===== src/rtl/lnkcsr_pkg.sv =====
package lnkcsr_pkg;

    localparam int DATA_W   = 32;
    localparam int NUM_EVT  = 6;
    localparam int US_W     = 10;
    localparam int SPKT_W   = 8;
    localparam int POL_W    = 4;
    localparam int PREQ_W   = 3;

    // byte offsets
    localparam logic [7:0] OFS_SWRST = 8'h00;
    localparam logic [7:0] OFS_ENA   = 8'h04;
    localparam logic [7:0] OFS_ISTAT = 8'h08;
    localparam logic [7:0] OFS_IEN   = 8'h0C;
    localparam logic [7:0] OFS_PWR   = 8'h10;
    localparam logic [7:0] OFS_POL   = 8'h14;
    localparam logic [7:0] OFS_USCNT = 8'h18;
    localparam logic [7:0] OFS_SPKT  = 8'h1C;
    localparam logic [7:0] OFS_STATE = 8'h38;
    localparam logic [7:0] OFS_DSEL  = 8'h3C;
    localparam logic [7:0] OFS_DOBS  = 8'h40;

    typedef struct packed {
        logic                 val;
        logic                 use_reg;
    } ctl_mux_t;

    typedef struct packed {
        ctl_mux_t             swrst;
        ctl_mux_t             ena;
        logic [NUM_EVT-1:0]   int_en;
        logic [PREQ_W-1:0]    preq;
        logic                 lnk_rst;
        logic                 lnk_wake;
        logic [POL_W-1:0]     pol;
        logic [US_W-1:0]      us_cnt;
        logic [SPKT_W-1:0]    spkt;
        logic [2:0]           dsel;
    } cfg_t;

    typedef struct packed {
        logic [1:0] deskew;
        logic [3:0] rx;
        logic [3:0] tx;
        logic [4:0] train;
    } link_state_t;

    function automatic cfg_t cfg_default();
        cfg_t c;
        c.swrst   = '{val: 1'b1, use_reg: 1'b0};
        c.ena     = '{val: 1'b0, use_reg: 1'b0};
        c.int_en  = 6'b00_1111;
        c.preq    = '0;
        c.lnk_rst = 1'b0;
        c.lnk_wake= 1'b0;
        c.pol     = 4'b0101;
        c.us_cnt  = 10'h026;
        c.spkt    = 8'h2F;
        c.dsel    = '0;
        return c;
    endfunction

    function automatic logic [DATA_W-1:0] pack_state(link_state_t s);
        logic [DATA_W-1:0] w;
        w        = '0;
        w[4:0]   = s.train;
        w[11:8]  = s.tx;
        w[15:12] = s.rx;
        w[17:16] = s.deskew;
        return w;
    endfunction

endpackage


===== src/rtl/lnkcsr_ovr.sv =====
module lnkcsr_ovr #(
    parameter int N = 2
) (
    input  logic [N-1:0] reg_val,
    input  logic [N-1:0] use_reg,
    input  logic [N-1:0] hw_val,
    output logic [N-1:0] ctl_out
);
    for (genvar i = 0; i < N; i++) begin : g_sel
        assign ctl_out[i] = use_reg[i] ? reg_val[i] : hw_val[i];
    end
endmodule


===== src/rtl/lnkcsr_irq.sv =====
module lnkcsr_irq #(
    parameter int NEV = 6
) (
    input  logic           clk,
    input  logic           rst,
    input  logic [NEV-1:0] evt,
    input  logic [NEV-1:0] clr,
    input  logic [NEV-1:0] en,
    output logic [NEV-1:0] status,
    output logic           irq
);
    logic [NEV-1:0] st_q;

    always_ff @(posedge clk) begin
        if (rst) begin
            st_q <= '0;
            irq  <= 1'b0;
        end else begin
            st_q <= (st_q & ~clr) | evt;
            irq  <= |(st_q & en);
        end
    end

    assign status = st_q;

    // a pulse is latched
    p_evt_sets_r3: assert property (@(posedge clk) disable iff (rst)
        (|evt) |=> ((st_q & $past(evt)) == $past(evt)));

    // cleared bits without a concurrent pulse drop
    p_w1c_r4: assert property (@(posedge clk) disable iff (rst)
        (|(clr & ~evt)) |=> ((st_q & $past(clr & ~evt)) == '0));

    // pulse wins over clear
    p_evt_wins_r5: assert property (@(posedge clk) disable iff (rst)
        (|(clr & evt)) |=> ((st_q & $past(clr & evt)) == $past(clr & evt)));

    // no enabled pending bit means no interrupt next cycle
    p_irq_quiet_r6: assert property (@(posedge clk) disable iff (rst)
        ((st_q & en) == '0) |=> !irq);
endmodule


===== src/rtl/lnkcsr_rdmux.sv =====
module lnkcsr_rdmux
    import lnkcsr_pkg::*;
#(
    parameter int AW    = 8,
    parameter int SEL_W = 3
) (
    input  logic [AW-1:0]                 addr,
    input  cfg_t                          cfg,
    input  logic [NUM_EVT-1:0]            status,
    input  link_state_t                   lstate,
    input  logic [(DATA_W<<SEL_W)-1:0]    dbg,
    output logic [DATA_W-1:0]             rdata,
    output logic                          hit
);
    localparam int NGRP = 1 << SEL_W;

    logic [DATA_W-1:0] grp [NGRP];

    for (genvar g = 0; g < NGRP; g++) begin : g_dbg
        assign grp[g] = dbg[g*DATA_W +: DATA_W];
    end

    always_comb begin
        rdata = '0;
        hit   = 1'b1;
        case (addr)
            AW'(OFS_SWRST): rdata[1:0] = {cfg.swrst.use_reg, cfg.swrst.val};
            AW'(OFS_ENA):   rdata[1:0] = {cfg.ena.use_reg, cfg.ena.val};
            AW'(OFS_ISTAT): rdata[NUM_EVT-1:0] = status;
            AW'(OFS_IEN):   rdata[NUM_EVT-1:0] = cfg.int_en;
            AW'(OFS_PWR): begin
                rdata[PREQ_W-1:0] = cfg.preq;
                rdata[30]         = cfg.lnk_rst;
                rdata[31]         = cfg.lnk_wake;
            end
            AW'(OFS_POL):   rdata[POL_W-1:0]  = cfg.pol;
            AW'(OFS_USCNT): rdata[US_W-1:0]   = cfg.us_cnt;
            AW'(OFS_SPKT):  rdata[SPKT_W-1:0] = cfg.spkt;
            AW'(OFS_STATE): rdata = pack_state(lstate);
            AW'(OFS_DSEL):  rdata[SEL_W-1:0]  = cfg.dsel[SEL_W-1:0];
            AW'(OFS_DOBS):  rdata = grp[cfg.dsel[SEL_W-1:0]];
            default:        hit = 1'b0;
        endcase
    end
endmodule


===== src/rtl/lnkcsr_top.sv =====
module lnkcsr_top
    import lnkcsr_pkg::*;
#(
    parameter int AW    = 8,
    parameter int SEL_W = 3
) (
    input  logic                        clk,
    input  logic                        rst,
    input  logic                        csr_we,
    input  logic [AW-1:0]               csr_addr,
    input  logic [DATA_W-1:0]           csr_wdata,
    output logic [DATA_W-1:0]           csr_rdata,
    input  logic [NUM_EVT-1:0]          evt_pulse,
    input  logic                        hw_swreset,
    input  logic                        hw_enable,
    output logic                        swreset_out,
    output logic                        enable_out,
    output logic [PREQ_W-1:0]           pwr_req,
    output logic                        link_reset_force,
    output logic                        link_wake_force,
    output logic [POL_W-1:0]            err_policy,
    output logic [US_W-1:0]             us_tick_count,
    output logic [SPKT_W-1:0]           short_pkt_max,
    input  logic [4:0]                  train_state,
    input  logic [3:0]                  tx_state,
    input  logic [3:0]                  rx_state,
    input  logic [1:0]                  deskew_state,
    input  logic [(DATA_W<<SEL_W)-1:0]  dbg_groups,
    output logic                        irq
);
    localparam int NCTL = 2;

    cfg_t               cfg_q;
    logic [NUM_EVT-1:0] status;
    logic [NUM_EVT-1:0] clr;
    link_state_t        lstate;
    logic               rd_hit;
    logic [NCTL-1:0]    ctl_sel;

    // register writes
    always_ff @(posedge clk) begin
        if (rst) begin
            cfg_q <= cfg_default();
        end else if (csr_we) begin
            case (csr_addr)
                AW'(OFS_SWRST): cfg_q.swrst <= '{val: csr_wdata[0], use_reg: csr_wdata[1]};
                AW'(OFS_ENA):   cfg_q.ena   <= '{val: csr_wdata[0], use_reg: csr_wdata[1]};
                AW'(OFS_IEN):   cfg_q.int_en <= csr_wdata[NUM_EVT-1:0];
                AW'(OFS_PWR): begin
                    cfg_q.preq     <= csr_wdata[PREQ_W-1:0];
                    cfg_q.lnk_rst  <= csr_wdata[30];
                    cfg_q.lnk_wake <= csr_wdata[31];
                end
                AW'(OFS_POL):   cfg_q.pol    <= csr_wdata[POL_W-1:0];
                AW'(OFS_USCNT): cfg_q.us_cnt <= csr_wdata[US_W-1:0];
                AW'(OFS_SPKT):  cfg_q.spkt   <= csr_wdata[SPKT_W-1:0];
                AW'(OFS_DSEL):  cfg_q.dsel   <= 3'(csr_wdata[SEL_W-1:0]);
                default: ;
            endcase
        end
    end

    assign clr = (csr_we && csr_addr == AW'(OFS_ISTAT)) ? csr_wdata[NUM_EVT-1:0] : '0;

    lnkcsr_irq #(.NEV(NUM_EVT)) u_irq (
        .clk    (clk),
        .rst    (rst),
        .evt    (evt_pulse),
        .clr    (clr),
        .en     (cfg_q.int_en),
        .status (status),
        .irq    (irq)
    );

    lnkcsr_ovr #(.N(NCTL)) u_ovr (
        .reg_val ({cfg_q.ena.val, cfg_q.swrst.val}),
        .use_reg ({cfg_q.ena.use_reg, cfg_q.swrst.use_reg}),
        .hw_val  ({hw_enable, hw_swreset}),
        .ctl_out (ctl_sel)
    );

    assign swreset_out = ctl_sel[0];
    assign enable_out  = ctl_sel[1];

    assign lstate = '{deskew: deskew_state, rx: rx_state, tx: tx_state, train: train_state};

    lnkcsr_rdmux #(.AW(AW), .SEL_W(SEL_W)) u_rd (
        .addr   (csr_addr),
        .cfg    (cfg_q),
        .status (status),
        .lstate (lstate),
        .dbg    (dbg_groups),
        .rdata  (csr_rdata),
        .hit    (rd_hit)
    );

    assign pwr_req          = cfg_q.preq;
    assign link_reset_force = cfg_q.lnk_rst;
    assign link_wake_force  = cfg_q.lnk_wake;
    assign err_policy       = cfg_q.pol;
    assign us_tick_count    = cfg_q.us_cnt;
    assign short_pkt_max    = cfg_q.spkt;

    // soft reset asserted, enable cleared right after reset
    p_rstval_r1: assert property (@(posedge clk) disable iff (rst)
        $fell(rst) |-> (cfg_q.swrst.val && !cfg_q.ena.val && !irq));

    // reserved power-control bits read as zero
    p_rsvd_zero_r7: assert property (@(posedge clk) disable iff (rst)
        (csr_addr == AW'(OFS_PWR)) |-> (csr_rdata[29:3] == '0));

    // unmapped offsets read as zero
    p_unmapped_r11: assert property (@(posedge clk) disable iff (rst)
        !rd_hit |-> (csr_rdata == '0));

    // register source selected means output is stable without a write
    p_ovr_hold_r2: assert property (@(posedge clk) disable iff (rst)
        (cfg_q.swrst.use_reg && !csr_we) |=> $stable(swreset_out));
endmodule


===== config.mk =====
export PLATFORM = sky130hd
export DESIGN_NAME = lnkcsr_top
export DESIGN_NICKNAME = d
export VERILOG_FILES = /design/src/rtl/lnkcsr_pkg.sv /design/src/rtl/lnkcsr_ovr.sv /design/src/rtl/lnkcsr_irq.sv /design/src/rtl/lnkcsr_rdmux.sv /design/src/rtl/lnkcsr_top.sv
export SDC_FILE = /design/constraint.sdc
export NUM_CORES = 1
export LEC_CHECK = 0
export ABC_AREA = 1
export BUFFER_PORTS_ARGS = -buffer_cell sky130_fd_sc_hd__buf_2
export CORE_AREA = 2 2 149 151
export CTS_CLUSTER_SIZE = 25
export DETAILED_ROUTE_END_ITERATION = 10
export DIE_AREA = 0 0 151 153
export PLACE_DENSITY = 0.63
export SLEW_MARGIN = 20
export SYNTH_ARGS = -nofsm -noshare
export SYNTH_HDL_FRONTEND = slang
export SYNTH_SLANG_ARGS = --single-unit

===== constraint.sdc =====
create_clock -name clk -period 2.9 [get_ports clk]
set_input_delay 0.58 -clock clk [delete_from_list [all_inputs] [get_ports clk]]
set_output_delay 0.58 -clock clk [all_outputs]
set_load 0.02 [all_outputs]

# [Yosys cells after proc, flatten, opt, wreduce, memory -nomap -nowiden]
# Cells that the tools add are included.
[classes] n_eq_ne=10 mux=14 reduce_logical=11 magnitude_cmp=1 bitwise=5
[ops] operator="32-bit binary-select mux with 3-bit select" count=1
[ops] operator="32-bit 2-to-1 mux" count=2
[ops] operator="20-bit one-hot mux with 2 select lines" count=1
[ops] operator="8-bit by 5-bit equality test with 1-bit output (second input constant)" count=4
[ops] operator="2-bit one-hot mux with 11 select lines" count=1
[ops] operator="8-bit by 4-bit equality test with 1-bit output (second input constant)" count=2
[ops] operator="8-bit by 6-bit equality test with 1-bit output (second input constant)" count=2
[ops] operator="2-bit AND reduction" count=8
[ops] operator="6-bit AND" count=2
[ops] operator="2-bit one-hot mux with 3 select lines" count=2
[ops] operator="2-bit one-hot mux with 6 select lines" count=1
[ops] operator="1-bit one-hot mux with 9 select lines" count=1
[ops] operator="8-bit by 3-bit equality test with 1-bit output (second input constant)" count=1
[ops] operator="8-bit by 7-bit equality test with 1-bit output (second input constant)" count=1
[ops] operator="8-bit logical NOT" count=1
[ops] operator="1-bit one-hot mux with 7 select lines" count=1
[ops] operator="6-bit 2-to-1 mux" count=1
[ops] operator="6-bit inverter" count=1
[ops] operator="6-bit OR" count=1
[ops] operator="6-bit OR reduction" count=1
[ops] operator="4-bit greater-or-equal comparator (second input constant)" count=1
[ops] operator="3-bit inverter with 4-bit output" count=1
[ops] operator="2-bit one-hot mux with 2 select lines" count=1
[ops] operator="1-bit 2-to-1 mux" count=2
[ops] operator="1-bit logical AND" count=1
[totals] out_inout_bits=62 register_bits=47 wordCells=55

# [Logic depth before layout (Yosys ltp)]
# Gate-level depths: netlist of run 1.
[depth] word_depth=6 depth_mapped=8

# [Hierarchy]
# A second synthesis of run 1 with hierarchy kept.
[unflattened] hier_cells=982 area_unflattened_um2=5311.3
[by_module_without_submodules] mod="lnkcsr_rdmux" area_each_um2=3051.7 instances=1 cells_each=657
[by_module_without_submodules] mod="lnkcsr_top" area_each_um2=1968.1 instances=1 cells_each=280
[by_module_without_submodules] mod="lnkcsr_irq" area_each_um2=261.5 instances=1 cells_each=37
[by_module_without_submodules] mod="lnkcsr_ovr" area_each_um2=30.0 instances=1 cells_each=8

# [Least setup slack after synthesis of run 1]
# OpenSTA, ideal clock, no wires.
[synth_path] path_kind="input-to-output" startpoint="in csr_addr[1]" endpoint="out csr_rdata[27]" path_buffers=1 required_time_ns=2.320 slack_ns=0.637 arrival_ns=1.683 path_stages=6 cell_sequence="nor2_2 -> nand2_1 -> nor2_4 -> buf_4 -> nand2_1 -> a31oi_1"
[synth_between] elab_chain_len=2 elab_cells_between_ends=3 classes_between="2 x eq/ne; 1 x mux"
[synth_lines] element="start: declaration" line_no="lnkcsr_top.sv:10" rtl="input logic [AW-1:0] csr_addr,"
[synth_lines] element="8-bit by 7-bit equality test with 1-bit output or 8-bit by 6-bit equality test with 1-bit output (tied branches)" line_no="lnkcsr_rdmux.sv:26" rtl="case (addr)"
[synth_lines] element="20-bit one-hot mux with 2 select lines *" line_no="lnkcsr_rdmux.sv:26"
[synth_lines] element="end: declaration" line_no="lnkcsr_top.sv:12" rtl="output logic [DATA_W-1:0] csr_rdata,"
# Every way passes the cells marked *; elsewhere a longest branch is shown, timed or not.

# [Worst setup path after layout of run 1]
[layout_path] startpoint="reg cfg_q[0] in the netlist's numbering" endpoint="out csr_rdata[7]"
[layout_between] elab_chain_len=5
[layout_lines] element="start: declaration" line_no="lnkcsr_top.sv:33" rtl="cfg_t cfg_q;"
[layout_lines] element="start signal: assignment" line_no="lnkcsr_top.sv:43" rtl="cfg_q <= cfg_default();"
[layout_lines] element="3-bit inverter with 4-bit output (implied by the code)" line_no="lnkcsr_rdmux.sv:41" rtl="AW'(OFS_DOBS): rdata = grp[cfg.dsel[SEL_W-1:0]];"
[layout_lines] element="32-bit binary-select mux with 3-bit select" line_no="lnkcsr_rdmux.sv:41"
[layout_lines] element="32-bit 2-to-1 mux (implied by the code) (2 in series)" line_no="lnkcsr_rdmux.sv:41"
[layout_lines] element="2-bit one-hot mux with 3 select lines" line_no="lnkcsr_rdmux.sv:26"
# No other way between the ends. The select of a mux whose other input is x is not followed.

==> results of run 1 <==
==> worst max-delay path by stage <==
stage                startpoint             to  slack [ns]  cells after the start
floorplan           csr_addr[1]  csr_rdata[27]        0.64                      6
global placement    csr_addr[1]  csr_rdata[10]        0.24                      9
detailed placement  csr_addr[1]  csr_rdata[10]        0.17                      9
CTS                    cfg_q[0]   csr_rdata[1]        0.06                      8
global route           cfg_q[0]   csr_rdata[1]        0.08                      8
finish                 cfg_q[0]   csr_rdata[7]        0.15                      6
==> what timing repair did <==
action / 4_1_cts / 5_1_grt
endpoints found under the setup margin: 0 / 3
hold buffers: 0 / 0
gates resized for setup: 0 / 1
==> cells in the final DEF (no fill, tap or decap), types with 2 or more instances in the layout <==
master     count
nor2_2         2
nand3_2        2
buf_4         15
dfxtp_4        2
o21ai_0      147
nor2_4         6
inv_1         41
nand2_1      154
dfxtp_1       44
nor2_1       220
buf_12         4
a22o_1         2
diode_2        9
mux2_2         2
a21oi_1       29
nand3_1       59
o211ai_2       4
o211ai_1      44
clkbuf_16      5
nand2_2        2
nand4_1        2
buf_2        363
o22ai_1       15
a31oi_1        6
==> logic make-up (layout without fill, tap and decap cells) <==
group,after synthesis,in the layout
muxes,2,2
buffers and inverters,130,433
AOI/OAI and AO/OA,247,247
and+or+nand+nor,453,453
DFF,47,47
other,0,9
==> metrics by stage <==
step | instances | power [mW] | area (µm²) | setup slack [ns]
2_1_floorplan | 879 | 0.803 | 4890 | 0.637
3_3_place_gp | 1454 | 1.05 | 6790 | 0.239
3_5_place_dp | 1454 | 1.05 | 6790 | 0.174
4_1_cts | 1462 | 1.73 | 6970 | 0.0557
5_1_grt | 1469 | 1.81 | 6990 | 0.0761
6_report | 1471 | 1.72 | 6990 | 0.149
==> power by group <==
part	total (mW)	internal, mW	switching (mW)
Clock	0.680	0.429	0.251
Combinational	0.380	0.199	0.181
Sequential	0.659	0.652	0.00710
Total	1.72	1.28	0.439
==> critical path, stage by stage, from the launching register on <==
cell and delay, ns:
dfxtp_4 0.52, buf_4 0.32, o21ai_0 0.13, o211ai_1 0.44, nand3_1 0.18, nand3_1 0.11
buf_2 0.17
==> metal layers <==
metal | routed length (µm) | part of all wire [%]
met1 | 10100 | 40
met2 | 12200 | 49
met3 | 2010 | 8.0
met4 | 754 | 3.0
met5 | 12 | 0.048
==> synth_stat cells, types with 2 or more instances <==
library cell,instances,share of area (%)
nor2_1,220,17
nand2_1,154,12
o21ai_0,147,15
nand3_1,59,6.0
dfxtp_1,47,19
o211ai_1,44,6.8
inv_1,41,3.1
clkbuf_1,34,2.6
buf_4,30,4.6
a21oi_1,29,3.0
buf_2,19,1.9
o22ai_1,15,1.9
a31oi_1,6,0.77
nor2_4,6,1.4
o211ai_2,4,1.0
buf_1,3,0.23
a22o_1,2,0.36
inv_2,2,0.15
mux2_2,2,0.46
nand2_2,2,0.26
nand3_2,2,0.41
nand4_1,2,0.26
nor2_2,2,0.26
==> state kept, by name (all words and copies together) (netlist names) <==
signal / cells
cfg_q: 13
err_policy: 4
link_reset_force: 1
link_wake_force: 1
pwr_req: 3
short_pkt_max: 8
u_irq.irq: 1
u_irq.status: 6
us_tick_count: 10
==> layout make-up <==
type	instances	area, µm²
repair buffers	382	2010
well taps	280	350
clock buffers	6	139
fillers	2495	14500
inverters	43	164
clock inverters	2	35.0
multi-input cells	702	3320
flip-flops and latches	47	950
diodes	9	22.5
==> results.sh, run 1 <==
export IMPL_critPathKind="reg -> out"
export IMPL_grt_pass1_vias=6480
export IMPL_dp_final_hpwl_um=19900
export IMPL_ys_types=30
export IMPL_min_delay_start="cfg_q[35]"
export IMPL_synth_edff_count=0
export IMPL_ys_flop_type="dfxtp_1"
export IMPL_grt_usage_pct=20.2
export IMPL_antenna_left=0
export IMPL_cts_buffer_depth=2
export IMPL_setup_tns_ns=0
export IMPL_gr_max_usage_layer="met2"
export IMPL_overflow=0
export IMPL_port_buffers=363
export IMPL_rrSetupSlack_ns=1.82
export IMPL_die_area_um2=23100
export IMPL_r2r_end="cfg_q[0]"
export IMPL_grt_pass1_wl_um=36200
export IMPL_use_met3_pct=3.01
export IMPL_vdd_drop_max_mv=0.419
export IMPL_cts_tree="done"
export IMPL_routed_via_density=4.75
export IMPL_r2r_start="cfg_q[0]"
export IMPL_final_util_pct=32.5
export IMPL_fp_dieH_um=153
export IMPL_rsz0062_at_grt="false"
export IMPL_tightest_slew_ns=0.482
export IMPL_max_cap_violations=0
export IMPL_cts_made_buffers=5
export IMPL_synth_fa_ha_area_share_pct=0
export IMPL_critPathLaunchType="flop"
export IMPL_cp_arrival_ns=2.17
export IMPL_grt_antenna_before_repair=10
export IMPL_maxSlewHeadroom_pct=67.7
export IMPL_finalWeightedCongestion=0.980
export IMPL_syn_area_per_cell_um2=5.57
export IMPL_dr_first_iter_drc_count=345
export IMPL_io_pins=384
export IMPL_drt_pass1_iter_count=7
export IMPL_min_path_cells=2
export IMPL_cp_required_ns=2.32
export IMPL_ys_warn_count=0
export IMPL_clk_latency_ns=0.29
export IMPL_via_count=6981
export IMPL_synth_compound_area_share_pct=28.8
export IMPL_rows=54
export IMPL_synth_xor_area_share_pct=0
export IMPL_synth_top_family_by_area="simple AND/OR/NAND/NOR gates"
export IMPL_synth_nets=1201
export IMPL_yosysSeqAreaShare_pct=19.2
export IMPL_nets=1503
export IMPL_synthCells=879
export IMPL_die_width_um=151
export IMPL_totalWireLength_um=25100
export IMPL_slew_violations=0
export IMPL_ys_ff_latch=47
export IMPL_worst_path_max_fanout=24
export IMPL_use_met1_pct=24.4
export IMPL_power_leakage_nw=3.55
export IMPL_cts_sinks=47
export IMPL_synth_mux_area_share_pct=0.460
export IMPL_fin_hold_ws_ns=0.466
export IMPL_fin_crit_ns=2.75
export IMPL_worstRegToRegCells=3
export IMPL_drc=0
export IMPL_async_reset_ff_share_pct=0
export IMPL_postCtsSetupBuffers=0
export IMPL_synth_simple_gate_area_share_pct=38.6
export IMPL_setup_viol=0
export IMPL_hp_class="reg -> reg"
export IMPL_grt_max_degree=68
export IMPL_hold_end="cfg_q[35]"
export IMPL_end_kind="output port"
export IMPL_h_tree_depth=2
export IMPL_use_met2_pct=35.8
export IMPL_initial_core_util_pct=22.8
export IMPL_netlist_area_um2=4890
export IMPL_cts_root_buf="clkbuf_16"
export IMPL_fin_crit_sh_pct=94.9
export IMPL_hold_viol=0
export IMPL_clock_skew_ns=0.00254
export IMPL_clk_pin_slew_ns=0.06
export IMPL_syn_to_final_growth_pct=42.9
export IMPL_layout_drive_gt1_share_pct=35.2
export IMPL_status="completed"
export IMPL_p_per_area_nw_per_um2=246
export IMPL_wl_per_cell_um=17.0
export IMPL_timing_fmax_ghz=0.363
export IMPL_core_um2=21500
Power figures use the tool's default switching activity.
==> inputs of run 2 (changes only) <==
--- a/config.mk
+++ b/config.mk
@@ -5,12 +5,12 @@
 export SDC_FILE = /design/constraint.sdc
 export NUM_CORES = 1
 export LEC_CHECK = 0
-export ABC_AREA = 1
 export BUFFER_PORTS_ARGS = -buffer_cell sky130_fd_sc_hd__buf_2
-export CORE_AREA = 2 2 149 151
-export CTS_CLUSTER_SIZE = 25
+export CORE_AREA = 2 2 147 149
+export CTS_CLUSTER_SIZE = 14
 export DETAILED_ROUTE_END_ITERATION = 10
-export DIE_AREA = 0 0 151 153
+export DIE_AREA = 0 0 149 151
+export GPL_TIMING_DRIVEN = 0
 export PLACE_DENSITY = 0.63
 export SLEW_MARGIN = 20
 export SYNTH_ARGS = -nofsm -noshare
==> run 2 against run 1 <==
  * Sequential cell count stayed put
  * Largest cell class unchanged
  * Combinational power grew 21%
  * Count of clock-buffer cells in the layout unchanged
  * Synthesized cell count fell by 51%
  * Routed wire length fell by 5.0%
  * Global-route usage is 0.65 points lower
  * Die area decreased by 2.6%
  * Largest power group is now registers
  * Final cell count down 27%
  * Clock power decreased by 15%
==> results.sh, run 2 <==
export IMPL_initial_core_util_pct=22.3
export IMPL_power_leakage_nw=3.30
export IMPL_final_common_cell="buf_2"
export IMPL_synth_top_area_cell="mux4_2"
export IMPL_fin_hold_ws_ns=0.494
export IMPL_fin_area_um2=7060
export IMPL_cp_startpoint="csr_addr[4]"
export IMPL_ys_warn_count=0
export IMPL_p_per_area_nw_per_um2=241
export IMPL_totalWireLength_um=23800
export IMPL_port_buffers=361
export IMPL_power_internal_mw=1.23
export IMPL_antenna_left=0
export IMPL_worst_path_most_repeated_cell="buf_2"
export IMPL_clk_pin_slew_ns=0.07
export IMPL_die_width_um=149
export IMPL_nets=1124
export IMPL_yosysSeqAreaShare_pct=20.2
export IMPL_min_path_cells=1
export IMPL_die_area_um2=22500
export IMPL_grt_usage_pct=19.6
export IMPL_dp_final_hpwl_um=20300
export IMPL_p_clk_share_pct=34.2
export IMPL_yosysMostFrequentCell="mux4_2"
export IMPL_cts_made_buffers=5
export IMPL_fin_crit_ns=2.82
export IMPL_rrSetupSlack_ns=1.50
export IMPL_grt_pass1_wl_um=32600
export IMPL_core_um2=20800
export IMPL_io_pins=384
export IMPL_yosys_area_top_type_share_pct=32.0
export IMPL_finalWeightedCongestion=0.868
export IMPL_post_place_ws_ns=-0.378
export IMPL_status="completed"
export IMPL_netlist_area_um2=4650
export IMPL_ys_types=46
export IMPL_max_cap_violations=0
export IMPL_fillers=2214
export IMPL_maxSlewHeadroom_pct=53.4
export IMPL_hp_class="reg -> reg"
export IMPL_cp_arrival_ns=2.24
export IMPL_p_comb_share_pct=27.0
export IMPL_rows=53
export IMPL_drt_pass1_iter_count=7
export IMPL_cts_root_buf="clkbuf_16"
export IMPL_ys_ff_latch=47
export IMPL_fin_crit_sh_pct=97.2
export IMPL_via_count=5377
export IMPL_hold_viol=0
export IMPL_switchingPower_mw=0.471
export IMPL_worstRegToRegCells=4
export IMPL_setup_viol=0
export IMPL_slowest_stage="o2111ai_1"
export IMPL_rsz0062_at_grt="true"
export IMPL_cts_buffer_depth=2
export IMPL_overflow=0
export IMPL_synth_edff_count=0
export IMPL_routed_via_density=4.98
export IMPL_cp_cell_sequence="buf_2 -> buf_6 -> nor2_2 -> nand4b_1 -> buf_4 -> clkbuf_1 -> o2111ai_1 -> buf_2"
export IMPL_layout_common_cells="371 x buf_2, 66 x mux4_2, 63 x nor2_1"
export IMPL_worst_path_max_fanout=10
export IMPL_clock_skew_ns=0.00971
export IMPL_grt_max_degree=15
export IMPL_cts_hold_buf=0
export IMPL_h_tree_depth=2
export IMPL_critPathBufInv=5
export IMPL_grt_pass1_vias=5375
export IMPL_post_dp_cell_area_um2=6800
export IMPL_clk_latency_ns=0.29
export IMPL_power_mw=1.70
export IMPL_slew_violations=0
export IMPL_critPathKind="in -> out"
export IMPL_fp_dieH_um=151
export IMPL_synthCells=430
export IMPL_vdd_drop_max_mv=0.233
export IMPL_cts_sinks=47
export IMPL_syn_area_per_cell_um2=10.8
export IMPL_timing_final_ws_setup_ns=0.0822
export IMPL_grt_antenna_before_repair=5
export IMPL_synthTopCellsByCount="66 x mux4_2, 64 x nor2_1, 61 x mux2i_1, 47 x dfxtp_1, 31 x buf_4"
export IMPL_cts_tree="done"
export IMPL_path_depth=8
export IMPL_critPathLaunchType="input pin"
export IMPL_tightest_slew_ns=0.698
export IMPL_crit_family="buffers and inverters"
export IMPL_p_sw_share_pct=27.7
export IMPL_dr_first_iter_drc_count=337
export IMPL_drc=0
export IMPL_crit_end="csr_rdata[2]"
export IMPL_cp_slowest_stage_delay_ns=0.31
export IMPL_largest_register_ffs=13
export IMPL_synth_nets=752
export IMPL_r2r_start="cfg_q[1]"
export IMPL_final_util_pct=33.9
export IMPL_synth_area_leaders="mux4_2 32%, dfxtp_1 20%, mux2i_1 13%"
export IMPL_largest_register="cfg_q"
export IMPL_wl_per_cell_um=22.0
export IMPL_r2r_end="cfg_q[1]"
export IMPL_async_reset_ff_share_pct=0
export IMPL_layout_drive_gt1_share_pct=64.8
export IMPL_end_kind="output port"
export IMPL_timing_fmax_ghz=0.355
export IMPL_cp_required_ns=2.32
export IMPL_ys_flop_type="dfxtp_1"
export IMPL_syn_to_final_growth_pct=51.9
export IMPL_pwr_share_seq_pct=38.8
-- run 2: area by class of cell --
class	instances	area [µm²]	area share, %
Antenna cell	2	5.00	0.0709
Buffer	60	423	5.99
Clock buffer	6	129	1.83
Clock inverter	2	12.5	0.177
Inverter	6	22.5	0.319
Multi-Input combinational cell	316	3340	47.3
Sequential cell	47	942	13.3
Tap cell	275	344	4.87
Timing Repair Buffer	366	1840	26.1
-- run 2: power by group through the flow --
stage | combinational (mW) | sequential (mW) | clock (mW)
final | 0.459 | 0.660 | 0.581
after global routing | 0.485 | 0.661 | 0.612
after CTS | 0.454 | 0.659 | 0.581
after detailed placement | 0.449 | 0.674 | 0
after global placement | 0.438 | 0.674 | 0
after floorplan | 0.166 | 0.674 | 0
-- run 2: what timing repair did --
action / 4_1_cts / 5_1_grt
setup endpoints to repair: 31 / 29
resized for setup: 18 / 11
pin swaps: 2 / 1
setup buffers: 5 / 0
-- run 2: worst min path at each step --
stage | startpoint | end
floorplan | cfg_q[31] | cfg_q[31]
global placement | cfg_q[33] | cfg_q[33]
finish | cfg_q[33] | cfg_q[33]
detailed placement | cfg_q[33] | cfg_q[33]
global route | evt_pulse[0] | u_irq.status[0]
CTS | cfg_q[33] | cfg_q[33]
-- run 2: routing by layer --
| layer | track usage [%] | vias to the layer above | share of wire, % |
|---|---|---|---|
| li1 | - | 2415 | - |
| met1 | 25.0 | 2658 | 39 |
| met2 | 34.4 | 284 | 52 |
| met3 | 2.65 | 18 | 6.9 |
| met4 | 5.67 | 2 | 1.3 |
| met5 | 0 | - | 0.055 |
-- run 2: kinds of logic (layout without fill, tap and decap cells) --
| family | Yosys count | in the layout | synth area share, % |
|---|---|---|---|
| AOI/OAI and AO/OA | 60 | 60 | 9.07 |
| muxes | 136 | 136 | 47.6 |
| buffers and inverters | 67 | 440 | 8.67 |
| and+or+nand+nor | 120 | 120 | 14.4 |
| other | 0 | 2 | 0 |
| DFF | 47 | 47 | 20.2 |
-- run 2: worst reg2reg max path, delay by kind of cell (launching register included) --
kind	cells	cell delay, ns
buffers and inverters	2	0.62
DFF	1	0.38
and+or+nand+nor	1	0.14
muxes	1	0.18
-- run 2: stage by stage --
step / TNS [ns] / std cells
floorplan: 0 / 430
global placement: -6.70 / 1066
detailed placement: -6.18 / 1066
CTS: 0 / 1078
global route: -0.000232 / 1080
finish: 0 / 1080
